`config.mk`:
```
export PLATFORM = sky130hd
export DESIGN_NAME = sig_cdown_timer
export DESIGN_NICKNAME = d
export VERILOG_FILES = /design/src/rtl/cdt_pkg.sv /design/src/rtl/cdt_ctrl_reg.sv /design/src/rtl/cdt_countdown.sv /design/src/rtl/cdt_readmux.sv /design/src/rtl/sig_cdown_timer.sv
export SDC_FILE = /design/constraint.sdc
export NUM_CORES = 1
export LEC_CHECK = 0
export BUFFER_PORTS_ARGS = -buffer_cell sky130_fd_sc_hd__buf_2
export CORE_MARGIN = 2
export CORE_UTILIZATION = 52
export CTS_BUF_LIST = sky130_fd_sc_hd__clkbuf_4 sky130_fd_sc_hd__clkbuf_8
export DETAILED_ROUTE_END_ITERATION = 8
export PLACE_DENSITY = 0.76
export SLEW_MARGIN = 15
export SYNTH_ARGS = -nofsm -noshare
export SYNTH_HDL_FRONTEND = slang
export SYNTH_HIERARCHICAL = 1
export SYNTH_SLANG_ARGS = --single-unit
```
`constraint.sdc`:
```
create_clock -name clk -period 4.12 [get_ports clk]
set_clock_uncertainty 0.2 [all_clocks]
set_input_delay 0.206 -clock clk [delete_from_list [all_inputs] [get_ports clk]]
set_output_delay 0.206 -clock clk [all_outputs]
set_load 0.005 [all_outputs]
```
`src/rtl/cdt_pkg.sv`:
```
package cdt_pkg;
  typedef enum logic [1:0] {
    SEL_CTRL = 2'd0,
    SEL_CVAL = 2'd1,
    SEL_TVAL = 2'd2,
    SEL_NONE = 2'd3
  } reg_sel_e;
endpackage

```
`src/rtl/cdt_ctrl_reg.sv`:
```
module cdt_ctrl_reg (
  input  logic       clk,
  input  logic       rst_n,
  input  logic       wr_ctrl,
  input  logic [1:0] wr_bits,
  output logic       en,
  output logic       mask
);
  always_ff @(posedge clk or negedge rst_n) begin
    if (!rst_n) begin
      en   <= 1'b0;
      mask <= 1'b0;
    end else if (wr_ctrl) begin
      en   <= wr_bits[0];
      mask <= wr_bits[1];
    end
  end

  // control write takes effect on the next cycle
  a_r2_ctrl_write: assert property (@(posedge clk) disable iff (!rst_n)
    wr_ctrl |=> (en == $past(wr_bits[0])) && (mask == $past(wr_bits[1])));
endmodule

```
`src/rtl/cdt_countdown.sv`:
```
module cdt_countdown #(
  parameter int CNT_W = 64,
  parameter int TV_W  = 32
) (
  input  logic             clk,
  input  logic             rst_n,
  input  logic             tick,
  input  logic             load_tval,
  input  logic             load_cval,
  input  logic [CNT_W-1:0] wr_data,
  input  logic [CNT_W-1:0] sys_count,
  output logic [TV_W-1:0]  tval
);
  logic [CNT_W-1:0] delta;
  logic [TV_W-1:0]  load_value;
  logic             load;

  assign delta      = wr_data - sys_count;
  assign load       = load_tval || load_cval;
  assign load_value = load_cval ? delta[TV_W-1:0] : wr_data[TV_W-1:0];

  always_ff @(posedge clk or negedge rst_n) begin
    if (!rst_n)    tval <= '0;
    else if (load) tval <= load_value;
    else if (tick) tval <= tval - TV_W'(1);
  end

  // one tick, one step down
  a_r4_tick_decrement: assert property (@(posedge clk) disable iff (!rst_n)
    (tick && !load) |=> tval == $past(tval) - TV_W'(1));
  // no tick, no change
  a_r4_idle_hold: assert property (@(posedge clk) disable iff (!rst_n)
    (!tick && !load) |=> $stable(tval));
  // a direct write wins over a tick
  a_r3_write_wins: assert property (@(posedge clk) disable iff (!rst_n)
    load_tval |=> tval == $past(wr_data[TV_W-1:0]));
  // deadline write loads the truncated difference
  a_r5_cval_load: assert property (@(posedge clk) disable iff (!rst_n)
    load_cval |=> tval == $past(wr_data[TV_W-1:0] - sys_count[TV_W-1:0]));
endmodule

```
`src/rtl/cdt_readmux.sv`:
```
module cdt_readmux
  import cdt_pkg::*;
#(
  parameter int CNT_W = 64,
  parameter int TV_W  = 32
) (
  input  logic [1:0]       rd_sel,
  input  logic             en,
  input  logic             mask,
  input  logic             status,
  input  logic [TV_W-1:0]  tval,
  input  logic [CNT_W-1:0] sys_count,
  output logic [CNT_W-1:0] rd_data
);
  localparam int EXT_W = CNT_W - TV_W;
  logic [CNT_W-1:0] tval_sext;

  assign tval_sext = {{EXT_W{tval[TV_W-1]}}, tval};

  always_comb begin
    unique case (reg_sel_e'(rd_sel))
      SEL_CTRL: rd_data = {{(CNT_W-3){1'b0}}, status, mask, en};
      SEL_CVAL: rd_data = sys_count + tval_sext;
      SEL_TVAL: rd_data = tval_sext;
      default:  rd_data = '0;
    endcase
  end
endmodule

```
`src/rtl/sig_cdown_timer.sv`:
```
module sig_cdown_timer
  import cdt_pkg::*;
#(
  parameter int CNT_W = 64,
  parameter int TV_W  = 32
) (
  input  logic             clk,
  input  logic             rst_n,
  input  logic [CNT_W-1:0] sys_count,
  input  logic             count_tick,
  input  logic             wr_en,
  input  logic [1:0]       wr_sel,
  input  logic [CNT_W-1:0] wr_data,
  input  logic [1:0]       rd_sel,
  output logic [CNT_W-1:0] rd_data,
  output logic             status,
  output logic             irq
);
  logic            en, mask;
  logic [TV_W-1:0] tval;
  logic            wr_ctrl, load_cval, load_tval;

  assign wr_ctrl   = wr_en && (reg_sel_e'(wr_sel) == SEL_CTRL);
  assign load_cval = wr_en && (reg_sel_e'(wr_sel) == SEL_CVAL);
  assign load_tval = wr_en && (reg_sel_e'(wr_sel) == SEL_TVAL);

  cdt_ctrl_reg u_ctrl (
    .clk(clk), .rst_n(rst_n), .wr_ctrl(wr_ctrl), .wr_bits(wr_data[1:0]),
    .en(en), .mask(mask)
  );

  cdt_countdown #(.CNT_W(CNT_W), .TV_W(TV_W)) u_cnt (
    .clk(clk), .rst_n(rst_n), .tick(count_tick), .load_tval(load_tval),
    .load_cval(load_cval), .wr_data(wr_data), .sys_count(sys_count), .tval(tval)
  );

  assign status = en && tval[TV_W-1];
  assign irq    = status && !mask;

  cdt_readmux #(.CNT_W(CNT_W), .TV_W(TV_W)) u_rd (
    .rd_sel(rd_sel), .en(en), .mask(mask), .status(status), .tval(tval),
    .sys_count(sys_count), .rd_data(rd_data)
  );

  // interrupt only while the countdown is negative
  a_r8_irq_needs_negative: assert property (@(posedge clk) disable iff (!rst_n)
    irq |-> tval[TV_W-1]);
  // disabled timer never signals
  a_r9_disabled_quiet: assert property (@(posedge clk) disable iff (!rst_n)
    !en |-> !status && !irq);
  // wrap from most negative to positive drops the condition
  a_r10_wrap_clears: assert property (@(posedge clk) disable iff (!rst_n)
    (count_tick && !wr_en && tval == {1'b1, {(TV_W-1){1'b0}}}) |=> !status);
endmodule

```
==> flow_results.org, run 1 <==
** Run status
- The run finished with clean final reports.

** Worst setup path
- Of all nets on the critical path, the largest fanout is 8.
- Walking the worst path, the cells encountered are ha_1, a21oi_1, o21ai_1, a211oi_2, o31ai_1, or4b_4, a311o_1, nand2_1, xor2_1, o21ai_1, buf_2.
- The endpoint identified for the worst register-to-register timing path is u_cnt/tval[28].
- Source of the worst register-to-register timing path :: u_cnt/tval[2]
- The worst setup path is captured at a primary output.
- Cell family with most CP delay :: compound AO/OA/AOI/OAI gates
- Critical path type :: reg2out
- Path depth of the worst reg2reg path :: 8
- Data required time of the critical path :: between 3 and 4 ns
- Buf+Inv Stages, Crit Path :: 1
- Slowest cell on the critical path :: sky130_fd_sc_hd__or4b_4
- The largest single stage delay on the critical path is around 0.58 ns.
- Counting stages on the worst path, the most repeated cell is sky130_fd_sc_hd__o21ai_1.
- In this run the register-to-register setup slack is between 1 and 1.5 ns.
- CP startpoint kind :: register
- Data arrival time of the worst path :: around 3.5 ns

** Floorplanning
- From left edge to right edge, the die measures 132 um.
- After floorplanning, the core was sized to cover approximately 0.016 sq mm.
- Initial standard-cell utilization of the core :: 0.534
- The die covers 0.0173 sq mm.
- Row generation in the floorplan step produced 46 rows.
- Ports :: 202
- Die span in y :: approximately 130 um

** Power
- The share of total power dissipated in combinational logic is 0.765.
- Part of the power in the clock network :: 0.075
- Psw :: 1870 uW
- Of the total power, the share spent switching nets is 0.522.
- The share of total power dissipated in sequential elements is 0.159.
- Leakage power total :: about 0.0047 uW
- Ratio of total power to cell area :: roughly 370 mW/mm^2
- Maximum vdd drop :: between 0.15 and 0.2 mV
- Internal power component :: ~1700 uW

** Min path
- Sink of the worst hold path :: u_cnt/tval[8]
- In this run the most critical hold path is launched from wr_data[8].
- The worst hold path was traced through 3 stages.
- Class of the tightest hold or removal check :: in2reg

** Timing
- At the pin with the least slew margin, the transition time is roughly 1.1 ns.
- Max-slew violation count :: 0
- Setup repair after global routing left no endpoint under its margin.
- Setup violations remaining at the end of the flow were counted as 0.
- Total count of hold-check failures in the final report :: 0
- Setup total negative slack on the finished layout was measured at 0 ns.
- Headroom to the max-slew limit came out at 0.244.
- The routed design could run at a clock period as short as about 3.9 ns.
- Fmax :: approximately 250 MHz
- Hold timing on the final database bottoms out at a slack of roughly 0.027 ns.
- Of the available clock period, the critical path in the final layout requires 0.955.

** Synthesis
- Number of cells produced by synthesis :: 1238
- Yosys Warn Count :: 6
- The compound-cell area share of the yosys netlist is 0.327.
- Xor and xnor area share after synthesis :: 0.107
- The portion of synthesized area spent on multiplexers is 0.0304.
- Each instance of the synthesized netlist takes up on average roughly 7 sq um.
- FF+latch count, synth :: 34
- Post-Synth Simple-Gate Area :: 0.236
- After synthesis, the share of flip-flops with an asynchronous set or reset is 1.00.
- In the synthesized netlist the dominant register cell turns out to be sky130_fd_sc_hd__dfrtp_1.
- The mapped netlist covers 0.00848 sq mm.
- Count of flip-flops with a built-in enable after synthesis :: 0
- By area, the combinational part of the netlist is dominated by compound AO/OA/AOI/OAI gates.
- Of the total synthesized cell area, the portion taken by full adders, half adders and majority gates is 0.145.
- Number of library cell types mapped by synthesis :: 87
- Mapped Nets :: 1471
- Part of the Yosys area used for sequential elements :: 0.100

** Global routing
- The first global-routing pass estimated between 40 and 50 mm of wire.
- Largest net degree at the start of global routing :: 61
- Sum of overflow across all layers after global routing :: 0
- Via count of the first global-routing pass :: 8690
- Global routing usage summed across all routing layers :: 0.293
- The number of antenna violations at the first check in global routing came to 1.

** Finish
- Footprint of the multi-input gates :: about 0.0072 sq mm
- The sequential cells in the finished layout cover a total of approximately 850 sq um.
- The area growth from synthesis to layout is 13.6%.
- Fraction of layout cells with a size suffix above 1 :: 0.165
- Counting the fill cells in the layout gives between 1500 and 2000.
- Post-route cell area :: about 0.0096 sq mm
- For this run, the post-layout net count is approximately 1600.

** Route
- In the routed design, unresolved DRC markers number 0.
- Pre-antenna DRT Iters :: 6
- Using the TritonRoute via totals, the vias-per-cell ratio works out to roughly 6.1.
- The first routing iteration left about 890 violations.
- In this run the remaining antenna-violating nets after routing total 0.
- After detailed routing, the total wire length is 26.7 mm.
- In the final routed layout, each cell accounts on average for 16.7 um.
- Total number of vias :: ~9600

** Place
- Routability-driven placement finished with a final weighted congestion of a little over 0.9.
- Detailed placement ended at an HPWL of between 20 and 25 mm.
- The placed instances occupy a cell area of roughly 0.0094 sq mm.
- The count of buffers added on input and output ports is about 170.

** CTS
- H-tree depth :: 2
- The clock reaches the later pin of the worst-skew pair after around 0.3 ns.
- Clock tree synthesis inserted a total of 5 buffers.
- TritonCTS built the clock tree.
- The tree is rooted in a sky130_fd_sc_hd__clkbuf_8.
- Clock Pin Slew Worst Setup and Hold Paths :: roughly 0.07 ns
- Counting along the longest clock path gives a buffer depth of 2.
- Counting every sink on the clock net gives 34.

** Flow run
- Max-cap violations in this run came to 0.
-- cell families after synthesis --
group	after synthesis
fa+ha+maj	97
flops	34
mux	25
xor+xnor	104
simple gates	418
compound gates	444
buf+inv	116
-- registers in the layout (all words and copies together) (netlist names) --
| signal | flops |
|---|---|
| u_ctrl/mask | 1 |
| u_ctrl/en | 1 |
| u_cnt/tval | 32 |
-- metal layers --
metal  GRT usage  vias to the layer above  share of wire
met5           0                        -              0
met4       0.101                        0          0.029
met3      0.0289                       57          0.073
met2       0.474                      430           0.45
met1       0.406                     4361           0.45
li1            -                     4796              -
-- how the worst max path moves through the flow --
stage | cells after the start | from | endpoint
2_1_floorplan | 10 | u_cnt/tval[31] | rd_data[63]
3_3_place_gp | 12 | u_cnt/tval[0] | rd_data[62]
3_5_place_dp | 12 | u_cnt/tval[0] | rd_data[62]
4_1_cts | 12 | u_cnt/tval[0] | rd_data[62]
5_1_grt | 11 | u_cnt/tval[4] | rd_data[47]
6_report | 11 | u_cnt/tval[16] | rd_data[53]
-- worst min-delay path, delay by kind of cell --
kind                   cells  cell delay, ns
AOI/OAI and AO/OA          2            0.19
buffers and inverters      1            0.09
-- Yosys cell counts (8+ instances only) --
cell                       number  area, sq um
sky130_fd_sc_hd__nand2_1      162          608
sky130_fd_sc_hd__a21oi_1      133          666
sky130_fd_sc_hd__o21ai_0      115          576
sky130_fd_sc_hd__nor2_1        97          364
sky130_fd_sc_hd__ha_1          95         1190
sky130_fd_sc_hd__inv_1         60          225
sky130_fd_sc_hd__xnor2_1       53          464
sky130_fd_sc_hd__a21o_1        52          390
sky130_fd_sc_hd__xor2_1        51          447
sky130_fd_sc_hd__clkbuf_1      50          188
sky130_fd_sc_hd__dfrtp_1       34          851
sky130_fd_sc_hd__nor3_1        29          145
sky130_fd_sc_hd__nand3_1       28          140
sky130_fd_sc_hd__a31oi_1       21          131
sky130_fd_sc_hd__nand4_1       21          131
sky130_fd_sc_hd__mux2i_1       19          190
sky130_fd_sc_hd__o21a_1        13         97.6
sky130_fd_sc_hd__and3_1        12         75.1
sky130_fd_sc_hd__nand2b_1      12         75.1
sky130_fd_sc_hd__o21bai_1      11         82.6
sky130_fd_sc_hd__o31ai_1       11         82.6
sky130_fd_sc_hd__a211oi_1      10         75.1
sky130_fd_sc_hd__nor2b_1       10         62.6
sky130_fd_sc_hd__o21ai_1        9         45.0
sky130_fd_sc_hd__nor4_1         8         50.1
sky130_fd_sc_hd__o211ai_1       8         60.1
-- layout make-up --
cell class,instances,share of cell area
Timing Repair Buffer,187,0.103
Sequential cell,34,0.0885
Multi-Input combinational cell,1088,0.747
Inverter,60,0.0234
Clock inverter,1,0.000520
Antenna cell,1,0.000260
Clock buffer,7,0.00936
Tap cell,216,0.0281
-- layout by cell type, fill, tap and decap left out, drive strengths merged, types with 4 or more instances in the layout --
master / netlist / layout
o311ai: 5 / 5
nand3: 28 / 28
nor4: 9 / 9
inv: 60 / 60
or3: 7 / 7
a21boi: 8 / 8
mux2: 6 / 6
a21oi: 134 / 134
nor3: 30 / 30
nand4: 22 / 22
nor2: 99 / 99
a21o: 52 / 52
nand2: 162 / 162
clkbuf: 50 / 7
buf: 6 / 183
xnor2: 53 / 53
o21a: 13 / 13
and3b: 4 / 4
nand2b: 12 / 12
dfrtp: 34 / 34
a211o: 5 / 5
o21bai: 11 / 11
ha: 95 / 95
and3: 12 / 12
nor2b: 11 / 11
o21ai: 124 / 124
or4: 6 / 6
o22ai: 4 / 4
o211ai: 9 / 9
dlygate4sd3: 0 / 4
o31ai: 12 / 12
a31oi: 21 / 21
a211oi: 12 / 12
mux2i: 19 / 19
xor2: 51 / 51
-- power by group through the flow --
stage	Combinational, uW	Sequential [uW]	Clock [uW]
after detailed placement	2640	573	0
after floorplan	1950	558	0
after global placement	2620	569	0
after CTS	2660	566	271
after global routing	3020	586	283
final	2740	570	270
-- metrics by stage --
step	cells	utilization	worst slack [ns]	total power, uW
global placement	1577	0.594	0.493	3190
detailed placement	1577	0.594	0.483	3210
CTS	1589	0.603	0.156	3500
floorplan	1238	-	0.662	2500
finish	1594	0.606	0.185	3580
global route	1594	0.606	0.000440	3890
-- what timing repair did --
| action | in CTS | in global routing |
|---|---|---|
| hold endpoints to repair | 37 | 0 |
| setup buffers | 0 | 4 |
| hold buffers | 4 | 0 |
| setup endpoints to repair | 0 | 10 |
| resized for setup | 0 | 5 |
(Power assumes the default switching activity.)
==> run 2, diff against run 1 <==
--- a/config.mk
+++ b/config.mk
@@ -5,12 +5,11 @@
 export SDC_FILE = /design/constraint.sdc
 export NUM_CORES = 1
 export LEC_CHECK = 0
-export BUFFER_PORTS_ARGS = -buffer_cell sky130_fd_sc_hd__buf_2
+export BUFFER_PORTS_ARGS = -buffer_cell sky130_fd_sc_hd__buf_4
 export CORE_MARGIN = 2
-export CORE_UTILIZATION = 52
+export CORE_UTILIZATION = 38
 export CTS_BUF_LIST = sky130_fd_sc_hd__clkbuf_4 sky130_fd_sc_hd__clkbuf_8
 export DETAILED_ROUTE_END_ITERATION = 8
-export PLACE_DENSITY = 0.76
 export SLEW_MARGIN = 15
 export SYNTH_ARGS = -nofsm -noshare
 export SYNTH_HDL_FRONTEND = slang
==> flow_results.org, run 2 (synthesis results as in run 1) <==
** Run status
- Run status :: completed (unchanged)

** Place
- The instance area after placement is 0.00995 sq mm (was 0.00944 sq mm).
- The count of input and output buffers was 169 (unchanged).
- The number of instances in the placed design is 1642 (was 1577).
- The detailed-placement wirelength estimate is 24.1 mm (was 21.6 mm).
- The final weighted congestion in routability-driven placement is 0.885 (was 0.932).

** CTS
- The TritonCTS buffer count was 5 (unchanged).
- Clock Pin Slew Worst Setup and Hold Paths :: 0.08 ns (was 0.07 ns)
- The total number of H-tree levels was 2 (unchanged).
- The maximum count of clock buffers along a single path came to 2 (unchanged).
- Clock sink total :: 34 (unchanged)
- Worst-skew pair later-pin latency :: 0.30 ns (about the same)
- Clock tree from TritonCTS :: built (unchanged)
- Clock root buffer :: sky130_fd_sc_hd__clkbuf_8 (unchanged)

** Global routing
- The first-pass GRT wire length is 46.1 mm (was 42.4 mm).
- The number of antenna violations at the first check in global routing came to 0 (was 1).
- Global routing usage summed across all routing layers :: 0.236 (was 0.293)
- The total congestion overflow after global routing was 0 (unchanged).
- Largest net degree at the start of global routing :: 61 (unchanged)
- The number of global-route vias before repair is 8898 (was 8690).

** Worst setup path
- Reg2reg end :: u_cnt/tval[28] (unchanged)
- CP startpoint kind :: register (unchanged)
- Worst-path maximum fanout :: 6 (was 8)
- Data arrival time of the worst path :: 3.57 ns (was 3.53 ns)
- Source of the worst register-to-register timing path :: u_cnt/tval[2] (unchanged)
- The worst setup slack for register-to-register paths was 1.06 ns (was 1.15 ns).
- The critical path launch point was u_cnt/tval[4] (was u_cnt/tval[16]).
- The kind of end point of the critical path is a primary output (unchanged).
- Path depth of the worst reg2reg path :: 8 (unchanged)
- Data required time of the critical path :: 3.71 ns (about the same)
- CP Capture Point :: rd_data[53] (unchanged)
- The critical path start-end classification is reg2out (unchanged).

** Finish
- The final instance count without filler cells came to 1661 (was 1594).
- Nets@finish :: 1613 (was 1609)
- The number of flip-flops in the largest register is 32 (unchanged).
- Final core utilization :: 0.467 (was 0.606)
- The number of diodes added for antenna fixing was 0 (was 1).
- The layout-stage area growth over the synthesis result came to 20.6% (was 13.6%).
- The register with the highest flop count is u_cnt/tval (unchanged).
- Top flop regs: u_cnt/tval x32, u_ctrl/en x1, u_ctrl/mask x1 (unchanged).
- Fraction of layout cells with a size suffix above 1 :: 0.168 (was 0.165)
- Commonest cells after routing, fill and taps aside: sky130_fd_sc_hd__buf_4, sky130_fd_sc_hd__nand2_1, sky130_fd_sc_hd__a21oi_1 (was sky130_fd_sc_hd__buf_2, sky130_fd_sc_hd__nand2_1, sky130_fd_sc_hd__a21oi_1).
- The most common cell after layout, fill and taps aside is sky130_fd_sc_hd__buf_4 (was sky130_fd_sc_hd__buf_2).
- Post-route cell area :: 0.0102 sq mm (was 0.00963 sq mm)

** Timing
- The slew at the pin closest to its max-slew limit is 1.14 ns (was 1.13 ns).
- The final hold violation count was 0 (unchanged).
- The total setup violations reported at the end of the flow came to 0 (unchanged).
- Period minus WS final :: 3.97 ns (was 3.94 ns)
- The worst hold slack across all endpoints came to 0.0106 ns (was 0.0268 ns).
- The max-slew violation total from the final report is 0 (unchanged).
- The post-route setup TNS is 0 ns (unchanged).
- Setup repair after global routing missed its margin: false (unchanged).
- The worst slew margin relative to its limit is 0.238 (was 0.244).
- Fmax :: 252 MHz (was 254 MHz)
- The final worst-path cycle share is 0.964 (was 0.955).

** Power
- Sw Ratio :: 0.499 (was 0.522)
- The static leakage was 0.00480 uW (was 0.00466 uW).
- The switching power was 1930 uW (was 1870 uW).
- Seq pwr share :: 0.146 (was 0.159)
- Ratio of total power to cell area :: 377 mW/mm^2 (was 372 mW/mm^2)
- The internal power came to 1930 uW (was 1710 uW).
- Part of the power in the clock network :: 0.099 (was 0.075)
- The relative contribution of combinational cells to total power was 0.755 (was 0.765).
- Maximum vdd drop :: 0.130 mV (was 0.157 mV)

** Route
- The highest layer used for signal routing was met4 (unchanged).
- Routed via count divided by cell count :: 5.73 (was 6.05)
- Metal-1 WL :: 14.1 mm (was 11.9 mm)
- Met3 Wirelength :: 1.55 mm (was 1.94 mm)
- Mean routed wirelength per cell :: 17.7 um (was 16.7 um)
- Sum of routed wire length over all layers :: 29.4 mm (was 26.7 mm)
- The first-pass iteration count of the detailed router is 5 (was 6).
- Starting DRT DRC Count :: 548 (was 892)
- The total DRC errors in the routed layout came to 0 (unchanged).
- The overall via count from detail_route was 9519 (was 9644).
- Number of antenna-violating nets in the routed design :: 0 (unchanged)
- Met2 wire length :: 13.1 mm (was 12.0 mm)

** Floorplanning
- Full die area :: 0.0235 sq mm (was 0.0173 sq mm)
- The area of the core region was 0.0219 sq mm (was 0.0159 sq mm).
- The overall die height was 153 um (was 132 um).
- Site row count :: 54 (was 46)
- The number of top-level pins was 202 (unchanged).
- DIE WIDTH :: 153 um (was 132 um)
- The effective utilization at floorplan was 0.387 (was 0.534).

** Flow run
- The reported max-cap violation count is 0 (unchanged).

** Min path
- Class of the tightest hold or removal check :: in2reg (unchanged)
## run 2: timing repair
action	4_1_cts	5_1_grt
pin swaps	0	5
resized for setup	1	8
setup buffers	0	6
endpoints found under the setup margin	1	15
endpoints found under the hold margin	38	0
hold buffers	5	0
## run 2: per-layer routing
layer / global-route usage / up-vias
li1: - / 4806
met1: 0.341 / 4380
met2: 0.382 / 298
met3: 0.0142 / 35
met4: 0.0620 / 0
met5: 0 / -
## run 2: final cells by class
class	instances	area (sq um)
inverter	60	225
timing repair buffer	191	1450
clock buffer	5	68.8
multi-input combinational	1088	7210
sequential	34	852
tap	280	350
clock inverter	3	68.8
fill	2316	11700
## run 2: worst max-delay path, cell delays in order, from the launching register on
cell and delay (ns):
sky130_fd_sc_hd__dfrtp_1 0.46, sky130_fd_sc_hd__ha_1 0.39, sky130_fd_sc_hd__a21o_1 0.23, sky130_fd_sc_hd__a31o_1 0.20, sky130_fd_sc_hd__o21ai_1 0.31, sky130_fd_sc_hd__a31oi_2 0.19
sky130_fd_sc_hd__or4b_4 0.54, sky130_fd_sc_hd__a311o_1 0.35, sky130_fd_sc_hd__nand2_1 0.17, sky130_fd_sc_hd__xor2_1 0.17, sky130_fd_sc_hd__o21ai_1 0.07, sky130_fd_sc_hd__buf_4 0.19
## run 2: power by group through the flow
stage | registers, uW | clock network [uW] | logic (uW)
after detailed placement | 568 | 0 | 2820
after CTS | 562 | 387 | 2850
after global placement | 567 | 0 | 2810
final | 563 | 382 | 2910
after global routing | 578 | 400 | 3210
after floorplan | 558 | 0 | 1950
## run 2: worst min-delay path by stage
| stage | slack (ns) | startpoint | end | depth (start not counted) |
|---|---|---|---|---|
| detailed placement | -0.02 | rst_n | u_cnt/tval[31] | 1 |
| global route | 0.04 | sys_count[0] | u_cnt/tval[0] | 3 |
| finish | 0.01 | wr_data[17] | u_cnt/tval[17] | 3 |
| global placement | -0.02 | rst_n | u_cnt/tval[31] | 1 |
| floorplan | -0.29 | rst_n | u_cnt/tval[0] | 0 |
| CTS | 0.007 | wr_data[4] | u_cnt/tval[4] | 3 |
## run 2: through the flow
step                total power, uW  setup slack (ns)
finish                         3860             0.149
CTS                            3800            0.0458
global route                   4190            0.0174
global placement               3380             0.354
floorplan                      2500             0.662
detailed placement             3390             0.310
==> run 3, diff against run 2 <==
--- a/config.mk
+++ b/config.mk
@@ -5,11 +5,11 @@
 export SDC_FILE = /design/constraint.sdc
 export NUM_CORES = 1
 export LEC_CHECK = 0
-export BUFFER_PORTS_ARGS = -buffer_cell sky130_fd_sc_hd__buf_4
 export CORE_MARGIN = 2
 export CORE_UTILIZATION = 38
 export CTS_BUF_LIST = sky130_fd_sc_hd__clkbuf_4 sky130_fd_sc_hd__clkbuf_8
 export DETAILED_ROUTE_END_ITERATION = 8
+export DONT_BUFFER_PORTS = 1
 export SLEW_MARGIN = 15
 export SYNTH_ARGS = -nofsm -noshare
 export SYNTH_HDL_FRONTEND = slang
==> flow_results.org, run 3 (synthesis results as in run 1) <==
** Timing
- The total setup violations reported at the end of the flow was 0 (unchanged).
- The minimum setup slack in the final design came to 0.251 ns (was 0.149 ns).
- The worst slew margin relative to its limit is 0.247 (was 0.238).
- The post-route setup TNS was 0 ns (unchanged).
- Setup repair after global routing missed its margin: false (unchanged).
- The upper clock frequency limit came to 258 MHz (was 252 MHz).
- The final hold violation count is 0 (unchanged).
- The final worst-path cycle share came to 0.939 (was 0.964).
- The max-slew violation total from the final report was 0 (unchanged).
- Period minus WS final :: 3.87 ns (was 3.97 ns)
- The slew at the pin closest to its max-slew limit was 1.13 ns (was 1.14 ns).

** CTS
- The total number of H-tree levels was 2 (unchanged).
- Longest Clk Path Bufs :: 2 (unchanged)
- Clock tree from TritonCTS :: built (unchanged)
- The post-CTS clock slew at the launch and capture registers of the worst setup and hold paths came to 0.07 ns (was 0.08 ns).
- The master cell of the clock root buffer is sky130_fd_sc_hd__clkbuf_8 (unchanged).
- The number of clock sinks seen by CTS is 34 (unchanged).
- The TritonCTS buffer count came to 5 (unchanged).
- Worst-skew pair later-pin latency :: 0.30 ns (about the same)

** Power
- The switching share of power is 0.534 (was 0.499).
- The fraction of power consumed by the clock network is 0.079 (was 0.099).
- The switching power is 1830 uW (was 1930 uW).
- The relative contribution of combinational cells to total power is 0.754 (was 0.755).
- Seq pwr share :: 0.167 (was 0.146)
- Internal power component :: 1600 uW (was 1930 uW)
- Maximum vdd drop :: 0.123 mV (was 0.130 mV)
- Leakage power total :: 0.00404 uW (was 0.00480 uW)
- Ratio of total power to cell area :: 377 mW/mm^2 (about the same)

** Place
- The count of input and output buffers came to 0 (was 169).
- Global placer's final weighted congestion :: 0.891 (was 0.885)
- The pre-CTS setup slack was 0.455 ns (was 0.310 ns).
- The detailed-placement wirelength estimate came to 23.4 mm (was 24.1 mm).
- The number of instances in the placed design was 1472 (was 1642).

** Finish
- The most common cell after layout, fill and taps aside is sky130_fd_sc_hd__nand2_1 (was sky130_fd_sc_hd__buf_4).
- Top reg by flops :: u_cnt/tval (unchanged)
- The number of flip-flops in the largest register was 32 (unchanged).
- The total of fill cells in the finished design came to 2327 (was 2316).
- Commonest cells after routing, fill and taps aside :: sky130_fd_sc_hd__nand2_1, sky130_fd_sc_hd__a21oi_1, sky130_fd_sc_hd__o21ai_0 (was sky130_fd_sc_hd__buf_4, sky130_fd_sc_hd__nand2_1, sky130_fd_sc_hd__a21oi_1)
- Fin cells :: 1510 (was 1661)
- The layout-stage area growth over the synthesis result was 7.45% (was 20.6%).
- Top flop regs: u_cnt/tval x32, u_ctrl/en x1, u_ctrl/mask x1 (unchanged).
- The net total in the final layout came to 1462 (was 1613).
- Fraction of layout cells with a size suffix above 1 :: 0.0463 (was 0.168)
- Diode insertion count for antenna repair :: 0 (unchanged)

** Global routing
- Via count of the first global-routing pass :: 8532 (was 8898)
- Global routing usage summed across all routing layers :: 0.234 (was 0.236)
- Wire length of the first global-routing pass :: 45.5 mm (was 46.1 mm)
- Antenna violations before repair :: 0 (unchanged)
- The total congestion overflow after global routing is 0 (unchanged).
- The maximum number of pins on one net before global-route repair is 61 (unchanged).

** Worst setup path
- Critical path type :: reg2out (unchanged)
- Highest cell delay on the worst timing path :: 0.42 ns (was 0.54 ns)
- Slowest cell on the critical path :: sky130_fd_sc_hd__dfrtp_2 (was sky130_fd_sc_hd__or4b_4)
- The worst path arrival time is 3.46 ns (was 3.57 ns).
- The count of buffering cells on the critical path with inverters included is 1 (unchanged).
- The type of origin of the critical path was a register (unchanged).
- Register-to-register setup slack :: 1.10 ns (was 1.06 ns)
- The kind of end point of the critical path is a primary output (unchanged).
- Cell type with the highest occurrence count on the critical path :: sky130_fd_sc_hd__o21ai_1 (unchanged)
- The top cell family by delay on the critical path is compound AO/OA/AOI/OAI gates (unchanged).
- Data required time of the critical path :: 3.71 ns (about the same)
- The worst-path maximum fanout was 7 (was 6).
- Cell Chain, Critical Path: ha_1, inv_1, fa_1, nor2b_1, o2111a_1, o21ai_1, o31a_1, a211o_1, a21oi_4, a31oi_1, xor2_1, o21ai_1 (was ha_1, a21o_1, a31o_1, o21ai_1, a31oi_2, or4b_4, a311o_1, nand2_1, xor2_1, o21ai_1, buf_4).

** Floorplanning
- The horizontal die dimension came to 153 um (unchanged).
- Initial standard-cell utilization of the core :: 0.387 (unchanged)
- Ports :: 202 (unchanged)
- Full die area :: 0.0235 sq mm (unchanged)
- The area of the core region came to 0.0219 sq mm (unchanged).
- Site row count :: 54 (unchanged)
- Die span in y :: 153 um (unchanged)

** Min path
- Class of the tightest hold or removal check :: in2reg (unchanged)

** Run status
- Run status :: completed (unchanged)

** Route
- The total routed wirelength was 28.9 mm (was 29.4 mm).
- The remaining number of nets flagged by the antenna check after routing is 0 (unchanged).
- The detailed router's first-iteration violation count was 520 (was 548).
- Pre-antenna DRT Iters :: 5 (unchanged)
- Total number of vias :: 9046 (was 9519)
- The ratio of routed vias to standard cells came to 5.99 (was 5.73).
- Total DRC errors in the routed layout :: 0 (unchanged)
- Mean routed wirelength per cell :: 19.1 um (was 17.7 um)

** Flow run
- The reported max-cap violation count is 0 (unchanged).
[run 3: changes by cell type in the layout (fill, tap and decap cells not counted), sizes merged]
cell         before  now
buf             186   13
bufinv            2    0
clkbuf            5    7
dlygate4sd3       5   27
[run 3: power groups by stage]
stage	Combinational (uW)	Clock [uW]	Sequential, uW
final	2590	273	574
after global routing	2880	289	592
after CTS	2540	278	567
after detailed placement	2480	0	574
after global placement	2480	0	569
after floorplan	1950	0	558
[run 3: timing repair]
item                       CTS  global route
resized for setup            0             6
hold endpoints to repair    58             0
hold buffers                28             0
setup endpoints to repair    0            11
buffers inserted             0             2
[run 3: layer usage]
metal / global-route usage / wire length (um)
met2: 0.388 / 13200
met3: 0.0394 / 2190
met5: 0 / 0
met4: 0.0664 / 701
met1: 0.314 / 12800
[run 3: layout make-up]
type / count / area, sq um / area share
clock buffers: 7 / 90.1 / 0.00989
clock inverters: 1 / 5.00 / 0.000550
inverters: 60 / 225 / 0.0247
multi-input cells: 1088 / 7200 / 0.791
flip-flops and latches: 34 / 852 / 0.0936
well taps: 280 / 350 / 0.0385
repair buffers: 40 / 380 / 0.0418
[run 3: per-stage QoR]
step	hold WS, ns	util	cell area (sq um)	total power [uW]
after global routing	0.0110	0.416	9110	3760
after CTS	0.00380	0.414	9060	3380
after floorplan	-0.290	-	8480	2500
after detailed placement	-0.289	0.396	8680	3060
final	0.0119	0.416	9110	3440
after global placement	-0.289	0.396	8680	3050
[run 3: worst paths after layout]
kind / from / end / depth (start not counted)
worst max-delay path: u_cnt/tval[0] / rd_data[58] / 12
worst min-delay path: wr_data[31] / u_cnt/tval[31] / 3
worst max register to register: u_cnt/tval[2] / u_cnt/tval[28] / 8
worst min register to register: u_cnt/tval[14] / u_cnt/tval[14] / 2
max in group asynchronous: rst_n / u_cnt/tval[0] / 2
min in group asynchronous: rst_n / u_cnt/tval[31] / 2
[run 3: worst register-to-register path: cells and delay by family (launching register included)]
kind            cells  cell delay (ns)
compound gates      2             0.33
buf+inv             1             0.17
simple gates        4             1.61
flops               1             0.40
xor+xnor            1             0.16
